## src/rtl/trace_stim_pkg.sv

```systemverilog
package trace_stim_pkg;
  localparam int DATA_W       = 32;
  localparam int ADDR_W       = 2;
  localparam int EXT_W        = 4;
  localparam int EVT_W        = 20;
  localparam int SEL_W        = 6;
  localparam int CAP_IN_W     = 3;
  localparam int CAP_OUT_W    = 3;
  localparam int CAP_PORT_W   = 4;
  localparam int CAPS_W       = CAP_IN_W + CAP_OUT_W + CAP_PORT_W + 1;

  localparam int CAP_IN_LSB   = 0;
  localparam int CAP_OUT_LSB  = CAP_IN_LSB + CAP_IN_W;
  localparam int CAP_PORT_LSB = CAP_OUT_LSB + CAP_OUT_W;
  localparam int WFI_FORCE_BIT = CAP_PORT_LSB + CAP_PORT_W;

  localparam logic [CAP_IN_W-1:0]   CAP_IN_RST   = 3'b000;
  localparam logic [CAP_OUT_W-1:0]  CAP_OUT_RST  = 3'b010;
  localparam logic [CAP_PORT_W-1:0] CAP_PORT_RST = 4'b0100;
  localparam logic [CAPS_W-1:0]     CAPS_RST     = {1'b0, CAP_PORT_RST, CAP_OUT_RST, CAP_IN_RST};

  typedef enum logic [ADDR_W-1:0] {
    IDX_EXTIN  = 2'd0,
    IDX_CAPS   = 2'd1,
    IDX_EVENT  = 2'd2,
    IDX_SELECT = 2'd3
  } reg_idx_e;

  localparam int SEL_EXT_LSB = 0;
  localparam int SEL_EVT_LSB = 2;
  localparam int SEL_RDY_LSB = 4;
endpackage

```

## src/rtl/tss_lfsr.sv

```systemverilog
module tss_lfsr #(
  parameter int WIDTH = 20,
  parameter int TAP_A = 20,
  parameter int TAP_B = 17,
  parameter logic [WIDTH-1:0] SEED = 20'hACE1
) (
  input  logic             clk,
  input  logic             rst_ni,
  input  logic             step_en,
  output logic [WIDTH-1:0] value
);
  logic [WIDTH-1:0] q, d;
  logic             fb;

  always_comb begin
    fb = q[TAP_A-1] ^ q[TAP_B-1];
    d  = q;
    if (step_en) d = {q[WIDTH-2:0], fb};
  end

  always_ff @(posedge clk or negedge rst_ni) begin
    if (!rst_ni) q <= SEED;
    else         q <= d;
  end

  assign value = q;
endmodule

```

## src/rtl/tss_regs.sv

```systemverilog
module tss_regs
  import trace_stim_pkg::*;
(
  input  logic               clk,
  input  logic               rst_ni,
  input  logic               wr,
  input  logic [ADDR_W-1:0]  addr,
  input  logic [DATA_W-1:0]  wdata,
  output logic [DATA_W-1:0]  rdata,
  output logic [EXT_W-1:0]   ext_q,
  output logic [CAPS_W-1:0]  caps_q,
  output logic [EVT_W-1:0]   evt_q,
  output logic [SEL_W-1:0]   sel_q
);
  logic [EXT_W-1:0]  ext_d;
  logic [CAPS_W-1:0] caps_d;
  logic [EVT_W-1:0]  evt_d;
  logic [SEL_W-1:0]  sel_d;
  logic ext_en, caps_en, evt_en, sel_en;

  always_comb begin
    ext_en  = wr && (addr == IDX_EXTIN);
    caps_en = wr && (addr == IDX_CAPS);
    evt_en  = wr && (addr == IDX_EVENT);
    sel_en  = wr && (addr == IDX_SELECT);
    ext_d   = ext_en  ? wdata[EXT_W-1:0]  : ext_q;
    caps_d  = caps_en ? wdata[CAPS_W-1:0] : caps_q;
    evt_d   = evt_en  ? wdata[EVT_W-1:0]  : evt_q;
    sel_d   = sel_en  ? wdata[SEL_W-1:0]  : sel_q;
  end

  always_ff @(posedge clk or negedge rst_ni) begin
    if (!rst_ni) begin
      ext_q  <= '0;
      caps_q <= CAPS_RST;
      evt_q  <= '0;
      sel_q  <= '0;
    end else begin
      ext_q  <= ext_d;
      caps_q <= caps_d;
      evt_q  <= evt_d;
      sel_q  <= sel_d;
    end
  end

  always_comb begin
    rdata = '0;
    case (addr)
      IDX_EXTIN:  rdata[EXT_W-1:0]  = ext_q;
      IDX_CAPS:   rdata[CAPS_W-1:0] = caps_q;
      IDX_EVENT:  rdata[EVT_W-1:0]  = evt_q;
      default:    rdata[SEL_W-1:0]  = sel_q;
    endcase
  end
endmodule

```

## src/rtl/tss_src_mux.sv

```systemverilog
module tss_src_mux
  import trace_stim_pkg::*;
(
  input  logic [SEL_W-1:0] sel,
  input  logic [EXT_W-1:0] ext_reg,
  input  logic [EVT_W-1:0] evt_reg,
  input  logic [EVT_W-1:0] rnd,
  input  logic [EVT_W-1:0] cpu_evt,
  input  logic             cpu_extin,
  input  logic             dbg_ack,
  input  logic             insn_exec,
  output logic [EXT_W-1:0] extin_o,
  output logic [EVT_W-1:0] evt_o,
  output logic             ready_o
);
  logic [1:0] s_ext, s_evt, s_rdy;

  always_comb begin
    s_ext = sel[SEL_EXT_LSB +: 2];
    s_evt = sel[SEL_EVT_LSB +: 2];
    s_rdy = sel[SEL_RDY_LSB +: 2];

    case (s_ext)
      2'b00:   extin_o = '0;
      2'b01:   extin_o = ext_reg;
      2'b10:   extin_o = {dbg_ack, rnd[EXT_W-2:0]};
      default: extin_o = {{(EXT_W-1){1'b0}}, cpu_extin};
    endcase

    case (s_evt)
      2'b00:   evt_o = '0;
      2'b01:   evt_o = evt_reg;
      2'b10:   evt_o = rnd;
      default: evt_o = cpu_evt;
    endcase

    case (s_rdy)
      2'b00:   ready_o = 1'b1;
      2'b01:   ready_o = rnd[0];
      2'b10:   ready_o = 1'b0;
      default: ready_o = insn_exec;
    endcase
  end
endmodule

```

## src/rtl/trace_stim_sel.sv

```systemverilog
module trace_stim_sel
  import trace_stim_pkg::*;
#(
  parameter logic [EVT_W-1:0] LFSR_SEED = 20'hACE1,
  parameter int               SYNC_STAGES = 2
) (
  input  logic                  clk,
  input  logic                  rst_n,
  input  logic                  reg_wr,
  input  logic [ADDR_W-1:0]     reg_addr,
  input  logic [DATA_W-1:0]     reg_wdata,
  output logic [DATA_W-1:0]     reg_rdata,
  input  logic [EVT_W-1:0]      cpu_evt,
  input  logic                  cpu_extin,
  input  logic                  dbg_ack,
  input  logic                  insn_exec,
  input  logic                  wfi_pend_in,
  output logic [EXT_W-1:0]      trc_extin,
  output logic [EVT_W-1:0]      trc_evt,
  output logic                  trc_ready,
  output logic [CAP_IN_W-1:0]   cap_max_extin,
  output logic [CAP_OUT_W-1:0]  cap_max_extout,
  output logic [CAP_PORT_W-1:0] cap_max_port,
  output logic                  wfi_pend_out
);
  logic [SYNC_STAGES-1:0] rst_sync_q;
  logic                   rst_sync_n;

  always_ff @(posedge clk or negedge rst_n) begin
    if (!rst_n) rst_sync_q <= '0;
    else        rst_sync_q <= {rst_sync_q[SYNC_STAGES-2:0], 1'b1};
  end
  assign rst_sync_n = rst_sync_q[SYNC_STAGES-1];

  logic [EXT_W-1:0]  ext_q;
  logic [CAPS_W-1:0] caps_q;
  logic [EVT_W-1:0]  evt_q;
  logic [SEL_W-1:0]  sel_q;
  logic [EVT_W-1:0]  rnd_q;

  tss_regs u_regs (
    .clk    (clk),
    .rst_ni (rst_sync_n),
    .wr     (reg_wr),
    .addr   (reg_addr),
    .wdata  (reg_wdata),
    .rdata  (reg_rdata),
    .ext_q  (ext_q),
    .caps_q (caps_q),
    .evt_q  (evt_q),
    .sel_q  (sel_q)
  );

  tss_lfsr #(
    .WIDTH (EVT_W),
    .TAP_A (20),
    .TAP_B (17),
    .SEED  (LFSR_SEED)
  ) u_lfsr (
    .clk     (clk),
    .rst_ni  (rst_sync_n),
    .step_en (1'b1),
    .value   (rnd_q)
  );

  tss_src_mux u_mux (
    .sel       (sel_q),
    .ext_reg   (ext_q),
    .evt_reg   (evt_q),
    .rnd       (rnd_q),
    .cpu_evt   (cpu_evt),
    .cpu_extin (cpu_extin),
    .dbg_ack   (dbg_ack),
    .insn_exec (insn_exec),
    .extin_o   (trc_extin),
    .evt_o     (trc_evt),
    .ready_o   (trc_ready)
  );

  assign cap_max_extin  = caps_q[CAP_IN_LSB   +: CAP_IN_W];
  assign cap_max_extout = caps_q[CAP_OUT_LSB  +: CAP_OUT_W];
  assign cap_max_port   = caps_q[CAP_PORT_LSB +: CAP_PORT_W];
  assign wfi_pend_out   = wfi_pend_in | caps_q[WFI_FORCE_BIT];
endmodule

```

## config.mk

```make
export PLATFORM = sky130hd
export DESIGN_NAME = trace_stim_sel
export DESIGN_NICKNAME = d
export VERILOG_FILES = /design/src/rtl/trace_stim_pkg.sv /design/src/rtl/tss_lfsr.sv /design/src/rtl/tss_regs.sv /design/src/rtl/tss_src_mux.sv /design/src/rtl/trace_stim_sel.sv
export SDC_FILE = /design/constraint.sdc
export NUM_CORES = 1
export LEC_CHECK = 0
export BUFFER_PORTS_ARGS = -buffer_cell sky130_fd_sc_hd__buf_2
export CAP_MARGIN = 20
export CORE_AREA = 2 2 84 86
export DETAILED_ROUTE_END_ITERATION = 8
export DIE_AREA = 0 0 86 88
export PLACE_DENSITY = 0.85
export SLEW_MARGIN = 20
export SYNTH_ARGS = -nofsm -noshare
export SYNTH_HDL_FRONTEND = slang
export SYNTH_SLANG_ARGS = --single-unit
```

## constraint.sdc

```tcl
create_clock -name clk -period 5.6 [get_ports clk]
set_clock_uncertainty 0.1 [all_clocks]
set_input_delay 1.12 -clock clk [delete_from_list [all_inputs] [get_ports clk]]
set_output_delay 1.12 -clock clk [all_outputs]
set_load 0.03 [all_outputs]
```

# Yosys cells after proc, flatten, opt, wreduce, memory -nomap -nowiden
# Cells that the tools add are included.
# Widths: inputs -> output; s select.
[classes]
shift = 0
div_mod_pow = 0
order_cmp = 0
bitwise_logic = 2
reduce_logical = 8
addsub = 0
mux = 7
multipliers = 0
n_eq_ne = 9
[ops]
columns = ["cell", "count"]
rows = [
  ["$pmux 20 s3", 1],
  ["$pmux 4 s3", 2],
  ["$eq 2x2->1 const B", 5],
  ["$pmux 5 s2", 1],
  ["$mux 9", 1],
  ["$eq 2x1->1 const B", 4],
  ["$logic_not 2->1", 4],
  ["$pmux 2 s3", 1],
  ["$logic_and 1x1->1", 4],
  ["$pmux 1 s3", 1],
  ["$or 1x1->1", 1],
  ["$xor 1x1->1", 1],
]
[word_totals]
regBits = 63
output_inout_bits = 68
rom_bits = 0
word_cells = 32
memories = 0
ram_bits = 0
latchBits = 0
in_bits = 61

# Longest topological paths before layout
# Gate-level depths: netlist (run 1).
[logic_depth]
ltp_word = 2
depth_mapped = 5
mapped_depth_nobuf = 4

# Hierarchy
# A second synthesis (run 1) with hierarchy kept.
[hier_totals]
cells_unflattened = 255
area_unflattened_um2 = 3507.1
[modules_own_cells]
columns = ["mod", "cells_each", "seq_area_each_um2", "area_each_um2", "instances"]
rows = [
  ["tss_regs", 150, 1028.5, 2090.8, 1],
  ["tss_lfsr", 44, 510.5, 832.0, 1],
  ["tss_src_mux", 57, 0.0, 524.3, 1],
  ["trace_stim_sel", 4, 50.0, 60.1, 1],
]

# Least setup slack after synthesis (run 1)
# No wires, ideal clock.
[synth_timing]
path_type = "input to output"
start = "input reg_addr[0]"
end = "output reg_rdata[5]"
path_buffers = 1
setup_slack_ps = 2035
arrival_time_ps = 2345
stages = 5
required_time_ps = 4380
path_cell_list = "inv_1 > ha_1 > clkbuf_1 > a22oi_1 > o21ai_0"
[synth_between]
elab_chain_len = 2
elab_cells_between_ends = 4
classes_between = "2 x eq/ne; 1 x mux; 1 x reduce/logical"
[synth_lines]
columns = ["element", "line", "rtl"]
rows = [
  ["from (decl)", "trace_stim_sel.sv:10", "input logic [ADDR_W-1:0] reg_addr,"],
  ["$eq 2x2->1 (tied with other cells)", "tss_regs.sv:48", "case (addr)"],
  ["$pmux 2 s3 (*)", "tss_regs.sv:48", ""],
  ["to (decl)", "trace_stim_sel.sv:12", "output logic [DATA_W-1:0] reg_rdata,"],
]
# Every way passes the cells marked *; elsewhere a longest branch is shown, timed or not.

# Final worst setup path (run 1)
[layout_timing]
start = "input reg_addr[0]"
end = "output reg_rdata[1]"
[layout_between]
elab_chain_len = 2
elab_cells_between_ends = 4
classes_between = "2 x eq/ne; 1 x mux; 1 x reduce/logical"
[layout_lines]
columns = ["element", "line"]
rows = [
  ["$eq 2x2->1 (tied with other cells)", "tss_regs.sv:48"],
  ["$pmux 4 s3 (*)", "tss_regs.sv:48"],
]
# Marks and branches as above.

==> impl_metrics.py, run 1 <==
metrics = {
    "global_route": {
        "track_usage": 0.203,
        "use_met3": 0.0330,
        "grt_busiest_layer": "met2",
        "grt_antenna_before_repair": 0,
        "met2_usage": 0.350,
        "grt_overflow": 0,
        "grt_pass1_wl_mm": 11.6,
        "use_met1": 0.256,
        "grt_pass1_vias": 2343,
        "grt_max_degree": 62,
    },
    "sta": {
        "min_period_ps": 3920,
        "setup_viol": 0,
        "fin_setup_tns_ps": 0,
        "slew_headroom": 0.414,
        "max_freq_ghz": 0.255,
        "hold_viol_final": 0,
        "worst_slew_pin_slew_ps": 879,
        "period_share": 0.701,
        "slew_viol_final": 0,
        "rsz0062_at_grt": "false",
    },
    "cells_and_area": {
        "fill_cells": 577,
        "drive_above_1_share": 0.515,
        "final_cell_mix": "buf_2, dfrtp_1, mux2_4",
        "final_util": 0.580,
        "layout_commonest_cell": "buf_2",
        "multi_input_area_um2": 1410,
        "num_antenna_cells": 0,
        "area_growth_pct": 18.6,
        "final_nets": 401,
        "seq_area_um2": 1590,
    },
    "worst_setup_path": {
        "cp-end-kind": "output port",
        "cp_slowest_stage_delay_ps": 740,
        "critPathMaxFanout": 21,
        "path_common_cell": "buf_2",
        "path_cells": "buf_2 -> inv_1 -> ha_1 -> a222oi_1 -> mux2i_1 -> buf_2",
        "rrSetupSlack_ps": 4460,
        "arrival_ps": 2700,
        "critPathSlowestCell": "ha_1",
        "critPathRequiredTime_ps": 4380,
        "critical_path_class": "primary input to output port",
        "worstSetupStartpointType": "primary input",
    },
    "detailed_routing": {
        "wl_mm": 7.33,
        "ant_nets": 0,
        "dr.pass1.iters": 5,
        "drt_iter0_markers": 151,
        "drt-vias-per-instance": 5.34,
        "drc": 0,
        "vias": 2241,
        "wire_per_inst_um": 17.5,
    },
    "power": {
        "power.density_nw_per_um2": 365,
        "ir_drop_mv": 0.201,
        "cellLeakagePower_nw": 2.02,
    },
    "floorplan": {
        "core_um2": 6640,
        "dieArea_um2": 7570,
        "io_pins": 129,
        "die_y_um": 88,
        "rows": 30,
        "die_w_um": 86,
        "start_util": 0.489,
    },
    "synth": {
        "ys_ff_latch": 63,
        "synthFlopType": "dfrtp_1",
        "synth_cell_types": 26,
        "synthCells": 243,
        "syn_area_um2": 3250,
        "ys_seq_area_frac": 0.489,
        "synth-edff-count": 0,
        "async_flop_share": 1.00,
        "yosysWarningCount": 0,
        "avgSynthCellArea_um2": 13.4,
    },
    "clocking": {
        "hold_buffers": 0,
        "clk_latency_ps": 330,
        "cts_resized": 0,
        "root_buffer": "clkbuf_8",
        "cts_setup_buffers": 0,
        "h-tree-depth": 3,
        "cts.sinks": 63,
        "tritoncts": "done",
        "numCtsBuffers": 9,
        "clk_pin_slew_ps": 70,
        "clock_path_buffers": 2,
    },
    "outcome": {
        "status": "finished clean",
    },
    "min_path": {
        "hold_path.class": "flop to flop",
    },
    "placement": {
        "place.gp.congestion": 0.787,
        "dpl.hpwl_mm": 5.06,
        "portBuffers": 104,
    },
    "flow_run": {
        "drv_cap": 0,
    },
}
==> routing by layer <==
layer	wire, µm	part of all wire	vias to the layer above
li1	-	-	1021
met1	3120	0.43	1113
met5	0	0	-
met3	414	0.056	9
met2	3710	0.51	98
met4	91	0.012	0
==> state kept, by name (all words and copies together), names as in the netlist <==
signal / cells
rst_sync_q: 2
u_lfsr.value: 20
u_regs.caps_q: 11
u_regs.evt_q: 20
u_regs.ext_q: 4
u_regs.sel_q: 6
==> through the flow <==
| step | std cells | total power, W | area [µm²] | hold WS, ps | worst slack [ps] |
|---|---|---|---|---|---|
| 2_1_floorplan | 254 | 0.000934 | 3290 | 231 | 2030 |
| 3_3_place_gp | 404 | 0.00102 | 3660 | 237 | 1790 |
| 3_5_place_dp | 404 | 0.00103 | 3660 | 241 | 1750 |
| 4_1_cts | 420 | 0.00142 | 3850 | 257 | 1730 |
| 5_1_grt | 420 | 0.00148 | 3850 | 272 | 1570 |
| 6_report | 420 | 0.00141 | 3850 | 253 | 1680 |
==> area by class of cell <==
class / count / area share
clock inverter: 4 / 0.0117
inverter: 6 / 0.00585
sequential: 63 / 0.413
multi-input combinational: 149 / 0.367
tap: 80 / 0.0260
timing repair buffer: 106 / 0.139
clock buffer: 12 / 0.0377
==> worst max-delay path, delay by kind of cell <==
family | cells | cell delay, ps
fa+ha+maj | 1 | 740
buf+inv | 3 | 440
compound gates | 1 | 210
mux | 1 | 200
==> cell usage after synthesis (2+ instances only) <==
cell | instances | area share
buf_4 | 23 | 0.053
a22o_1 | 3 | 0.0081
buf_6 | 5 | 0.017
and2_1 | 9 | 0.017
mux2i_1 | 25 | 0.077
nand2_2 | 2 | 0.0039
dfstp_2 | 10 | 0.081
inv_1 | 6 | 0.0069
a22oi_1 | 8 | 0.018
clkbuf_1 | 3 | 0.0035
ha_1 | 5 | 0.019
nor2b_1 | 7 | 0.013
o21ai_0 | 2 | 0.0031
dfrtp_1 | 53 | 0.41
nand2_1 | 5 | 0.0058
mux2_2 | 11 | 0.038
conb_1 | 2 | 0.0023
a222oi_1 | 4 | 0.012
buf_2 | 4 | 0.0062
mux2_4 | 30 | 0.14
o2bb2ai_1 | 21 | 0.057
==> cells by family (layout without fill, tap and decap cells) <==
family,count (synthesis),count (layout),share of synthesized area
flops,63,63,0.489
xor+xnor,1,1,0.00270
buf+inv,42,128,0.0882
compound gates,38,38,0.0986
fa+ha+maj,5,5,0.0193
simple gates,26,26,0.0458
other cells,2,13,0.00231
mux,66,66,0.254
==> worst paths after layout <==
path                                  from                to  cells past startpoint
max                            reg_addr[0]      reg_rdata[1]                      6
max in group asynchronous    rst_sync_q[1]  u_lfsr.value[12]                      1
max reg2reg                u_regs.sel_q[3]   u_regs.sel_q[3]                      2
min in group asynchronous    rst_sync_q[1]  u_regs.caps_q[7]                      1
min                          rst_sync_q[0]     rst_sync_q[1]                      0
min reg2reg                  rst_sync_q[0]     rst_sync_q[1]                      0
==> where the power goes <==
| group | leakage [nW] | internal, W | switching, W |
|---|---|---|---|
| clock network | 0.100 | 0.000216 | 0.000169 |
| registers | 0.755 | 0.000515 | 0.0000480 |
| logic | 1.17 | 0.000179 | 0.000279 |
No activity file was read; power rests on OpenSTA's default activity.
==> run 2, diff against run 1 <==
--- a/config.mk
+++ b/config.mk
@@ -7,10 +7,10 @@
 export LEC_CHECK = 0
 export BUFFER_PORTS_ARGS = -buffer_cell sky130_fd_sc_hd__buf_2
 export CAP_MARGIN = 20
-export CORE_AREA = 2 2 84 86
+export CORE_AREA = 2 2 89 91
 export DETAILED_ROUTE_END_ITERATION = 8
-export DIE_AREA = 0 0 86 88
-export PLACE_DENSITY = 0.85
+export DIE_AREA = 0 0 91 93
+export PLACE_DENSITY = 0.81
 export SLEW_MARGIN = 20
 export SYNTH_ARGS = -nofsm -noshare
 export SYNTH_HDL_FRONTEND = slang
==> constraint.sdc (replaced) <==
create_clock -name clk -period 3.2 [get_ports clk]
set_clock_uncertainty 0.1 [all_clocks]
set_input_delay 0.64 -clock clk [delete_from_list [all_inputs] [get_ports clk]]
set_output_delay 0.64 -clock clk [all_outputs]
set_load 0.03 [all_outputs]
==> impl_metrics.py, run 2 (same netlist as run 1, synthesis figures left out) <==
metrics = {
    "global_route": {
        "grt_pass1_vias": 2320,
        "track_usage": 0.183,
        "grt_max_degree": 51,
        "grt_antenna_before_repair": 0,
        "grt_pass1_wl_mm": 11.8,
        "grt_overflow": 0,
    },
    "clocking": {
        "tritoncts": "done",
        "clk_pin_slew_ps": 70,
        "cts_resized": 0,
        "numCtsBuffers": 9,
        "cts_setup_buffers": 0,
        "root_buffer": "clkbuf_8",
        "h-tree-depth": 3,
        "clk_latency_ps": 340,
        "hold_buffers": 1,
        "clock_path_buffers": 2,
        "cts.sinks": 63,
    },
    "power": {
        "cellLeakagePower_nw": 2.04,
        "power.density_nw_per_um2": 629,
        "ir_drop_mv": 0.357,
    },
    "worst_setup_path": {
        "critical_path_class": "primary input to output port",
        "path_cells": "buf_2 -> inv_1 -> ha_1 -> a22oi_1 -> o21ai_0 -> buf_2",
        "rrSetupSlack_ps": 2040,
        "rr_endpoint": "u_lfsr.value[15]",
        "ff2ff_path_depth": 1,
        "critPathTopFamily": "adder cells",
        "r2r-start": "rst_sync_q[1]",
        "path_common_cell": "buf_2",
        "worstSetupStartpointType": "primary input",
        "critPathMaxFanout": 12,
        "cp_slowest_stage_delay_ps": 520,
        "cp-end-kind": "output port",
        "critPathRequiredTime_ps": 2460,
        "crit_buf_inv": 3,
        "critPathSlowestCell": "ha_1",
        "arrival_ps": 1950,
    },
    "cells_and_area": {
        "layout_commonest_cell": "buf_2",
        "fill_cells": 691,
        "num_antenna_cells": 0,
        "instances_no_fill": 447,
        "seq_area_um2": 1590,
        "final_nets": 406,
        "multi_input_area_um2": 1410,
        "drive_above_1_share": 0.525,
        "area_growth_pct": 21.0,
        "final_cell_mix": "buf_2, dfrtp_1, mux2_4",
    },
    "sta": {
        "rsz0062_at_grt": "false",
        "min_period_ps": 2690,
        "holdWs_ps": 254,
        "setup_viol": 0,
        "slew_headroom": 0.484,
        "period_share": 0.840,
        "worst_slew_pin_slew_ps": 774,
        "max_freq_ghz": 0.372,
        "fin_setup_tns_ps": 0,
        "slew_viol_final": 0,
        "hold_viol_final": 0,
    },
    "detailed_routing": {
        "drt_iter0_markers": 59,
        "dr.pass1.iters": 4,
        "vias": 2271,
        "wire_per_inst_um": 16.5,
        "drc": 0,
        "wl_mm": 7.37,
        "ant_nets": 0,
        "drt-vias-per-instance": 5.08,
    },
    "floorplan": {
        "dieArea_um2": 8460,
        "die_y_um": 93,
        "die_w_um": 91,
        "start_util": 0.432,
        "core_um2": 7530,
        "rows": 32,
        "io_pins": 129,
    },
    "min_path": {
        "hold_start": "rst_sync_q[0]",
        "whs_path_depth": 0,
        "hold_path.class": "flop to flop",
        "whs_endpoint": "rst_sync_q[1]",
    },
    "outcome": {
        "status": "finished clean",
    },
    "placement": {
        "place.gp.congestion": 0.781,
        "portBuffers": 104,
        "dpl.hpwl_mm": 5.37,
        "dp_cells": 430,
    },
    "flow_run": {
        "drv_cap": 0,
    },
}
==> run 2: cell count changes in the layout (fill, tap and decap cells not counted), sizes merged <==
cell | before | now
buf | 106 | 110
clkbuf | 12 | 9
dlygate4sd3 | 0 | 1
clkinvlp | 0 | 2
inv | 6 | 7
==> run 2: through the flow <==
stage / utilization / power (W) / instance area, µm² / setup WS (ps)
after floorplan: - / 0.00163 / 3290 / 595
after global placement: 0.494 / 0.00179 / 3720 / 549
after detailed placement: 0.494 / 0.00181 / 3720 / 543
after CTS: 0.522 / 0.00249 / 3930 / 532
after global routing: 0.522 / 0.00261 / 3930 / 383
final: 0.522 / 0.00247 / 3930 / 512
==> run 2: worst max-delay path by stage <==
stage	from	end	cells after the start
finish	reg_addr[1]	reg_rdata[4]	6
global route	reg_addr[1]	reg_rdata[3]	6
CTS	reg_addr[0]	reg_rdata[6]	7
detailed placement	reg_addr[0]	reg_rdata[6]	7
global placement	reg_addr[1]	reg_rdata[5]	6
floorplan	reg_addr[0]	reg_rdata[5]	5
==> run 2: layout make-up <==
class / count / area share
Sequential cell: 63 / 0.405
Tap cell: 102 / 0.0325
Multi-Input combinational cell: 149 / 0.360
Timing Repair Buffer: 111 / 0.146
Inverter: 6 / 0.00573
Clock inverter: 7 / 0.0185
Clock buffer: 9 / 0.0315
==> run 2: report_power, final <==
part / total, W / switching, W / internal, W
sequential: 0.000996 / 0.0000951 / 0.000901
combinational: 0.000796 / 0.000478 / 0.000318
clock: 0.000680 / 0.000320 / 0.000360
==> run 2: per-layer routing <==
| metal | track usage | share of wire | vias up | routed length, µm |
|---|---|---|---|---|
| met4 | 0.0770 | 0.019 | 0 | 140 |
| met5 | 0 | 0 | - | 0 |
| met2 | 0.303 | 0.48 | 99 | 3540 |
| met3 | 0.0475 | 0.056 | 15 | 413 |
| li1 | - | - | 1043 | - |
| met1 | 0.229 | 0.44 | 1114 | 3270 |
==> run 3, diff against run 2 <==
==> constraint.sdc (replaced) <==
create_clock -name clk -period 2.4 [get_ports clk]
set_clock_uncertainty 0.1 [all_clocks]
set_input_delay 0.48 -clock clk [delete_from_list [all_inputs] [get_ports clk]]
set_output_delay 0.48 -clock clk [all_outputs]
set_load 0.03 [all_outputs]
==> impl_metrics.py, run 3 (same netlist as run 1, synthesis figures left out) <==
metrics = {
    "power": {
        "power_w": 0.00339,
        "cellLeakagePower_nw": 2.08,
        "ir_drop_mv": 0.429,
        "power.density_nw_per_um2": 849,
    },
    "clocking": {
        "root_buffer": "clkbuf_8",
        "tritoncts": "done",
        "clock_path_buffers": 2,
        "clk_latency_ps": 330,
        "clk_pin_slew_ps": 70,
        "numCtsBuffers": 9,
        "cts_setup_buffers": 0,
        "cts.sinks": 63,
        "h-tree-depth": 3,
    },
    "floorplan": {
        "rows": 32,
        "die_w_um": 91,
        "core_um2": 7530,
        "die_y_um": 93,
        "dieArea_um2": 8460,
        "start_util": 0.432,
        "io_pins": 129,
    },
    "worst_setup_path": {
        "rr_endpoint": "u_regs.sel_q[3]",
        "rrSetupSlack_ps": 1250,
        "path_common_cell": "buf_2",
        "cp_slowest_stage_delay_ps": 370,
        "critPathRequiredTime_ps": 1820,
        "critPathLaunch": "reg_addr[1]",
        "ff2ff_path_depth": 2,
        "cp-end-kind": "output port",
        "crit_end": "reg_rdata[9]",
        "arrival_ps": 1720,
        "critPathSlowestCell": "ha_1",
        "worstSetupStartpointType": "primary input",
        "path_cells": "buf_2 -> inv_1 -> ha_1 -> buf_4 -> a22oi_1 -> nor2b_1 -> buf_2",
        "r2r-start": "u_regs.sel_q[3]",
        "critical_path_class": "primary input to output port",
        "critPathMaxFanout": 7,
    },
    "sta": {
        "setup_viol": 0,
        "hold_viol_final": 0,
        "worst_slew_pin_slew_ps": 658,
        "min_period_ps": 2300,
        "period_share": 0.957,
        "slew_viol_final": 0,
        "fin_setup_tns_ps": 0,
        "slew_headroom": 0.562,
        "rsz0062_at_grt": "false",
        "max_freq_ghz": 0.435,
    },
    "detailed_routing": {
        "dr.pass1.iters": 5,
        "vias": 2273,
        "wl_mm": 7.69,
        "wire_per_inst_um": 17.1,
        "drt_iter0_markers": 145,
        "drc": 0,
        "drt-vias-per-instance": 5.05,
        "ant_nets": 0,
    },
    "global_route": {
        "grt_pass1_wl_mm": 12.3,
        "track_usage": 0.188,
        "grt_overflow": 0,
        "grt_antenna_before_repair": 0,
        "grt_max_degree": 34,
        "grt_pass1_vias": 2367,
    },
    "placement": {
        "dp_cells": 433,
        "portBuffers": 104,
        "place.gp.congestion": 0.806,
        "dpl.hpwl_mm": 5.55,
        "dpl-instance-area_um2": 3770,
    },
    "cells_and_area": {
        "instances_no_fill": 450,
        "fill_cells": 658,
        "final_cell_mix": "buf_2, dfrtp_1, mux2_4",
        "drive_above_1_share": 0.529,
        "num_antenna_cells": 0,
        "area_growth_pct": 22.8,
        "seq_area_um2": 1590,
        "layout_commonest_cell": "buf_2",
        "stdcell_area_um2": 3990,
        "final_nets": 409,
        "multi_input_area_um2": 1420,
    },
    "flow_run": {
        "drv_cap": 0,
    },
    "min_path": {
        "hold_path.class": "flop to async pin",
    },
    "outcome": {
        "status": "finished clean",
    },
}
run 3: cell count changes in the layout (fill, tap and decap cells not counted), sizes merged:
cell / change
clkinvlp: -2
buf: +3
inv: -1
clkbuf: +4
clkinv: -1
run 3: repair_timing:
| item | 4_1_cts | 5_1_grt |
|---|---|---|
| resized for setup | 0 | 1 |
| endpoints found under the hold margin | 2 | 0 |
| setup endpoints to repair | 0 | 2 |
| hold buffers | 1 | 0 |
run 3: area by class of cell:
class	count	share of cell area
tap	102	0.0320
timing repair buffer	114	0.156
inverter	6	0.00565
clock inverter	3	0.0100
sequential	63	0.399
clock buffer	13	0.0423
multi-input combinational	149	0.355
run 3: per-stage QoR:
| stage | hold WS, ps | util | setup WS, ps |
|---|---|---|---|
| after floorplan | 84.4 | - | 115 |
| after global placement | 166 | 0.500 | 104 |
| after detailed placement | 168 | 0.500 | 86.1 |
| after CTS | 228 | 0.530 | 84.7 |
| after global routing | 259 | 0.530 | 5.94 |
| final | 196 | 0.530 | 103 |
run 3: worst max-delay path: cells and delay by family:
family                     cells  cell delay, ps
and+or+nand+nor                1             120
adders and majority gates      1             370
AOI/OAI and AO/OA              1              90
buffers and inverters          4             640
run 3: where the power goes:
part	switching, W	leakage, nW	internal [W]	total [W]
registers	0.000123	0.755	0.00120	0.00132
clock network	0.000402	0.109	0.000562	0.000965
logic	0.000654	1.21	0.000444	0.00110
total	0.00118	2.08	0.00221	0.00339
run 3: metal layers:
metal	global-route usage	vias up	wire [µm]
met4	0.0581	0	80
met1	0.261	1122	3530
met5	0	-	0
met3	0.0379	10	412
li1	-	1040	-
met2	0.299	101	3670
run 3: how the worst min path moves through the flow:
| stage | from | endpoint | cells past startpoint |
|---|---|---|---|
| 5_1_grt | rst_sync_q[1] | u_regs.caps_q[6] | 0 |
| 4_1_cts | rst_sync_q[1] | u_regs.sel_q[3] | 0 |
| 3_5_place_dp | rst_n | rst_sync_q[0] | 1 |
| 2_1_floorplan | rst_n | rst_sync_q[0] | 0 |
| 3_3_place_gp | rst_n | rst_sync_q[0] | 1 |
| 6_report | rst_sync_q[1] | u_regs.caps_q[6] | 0 |
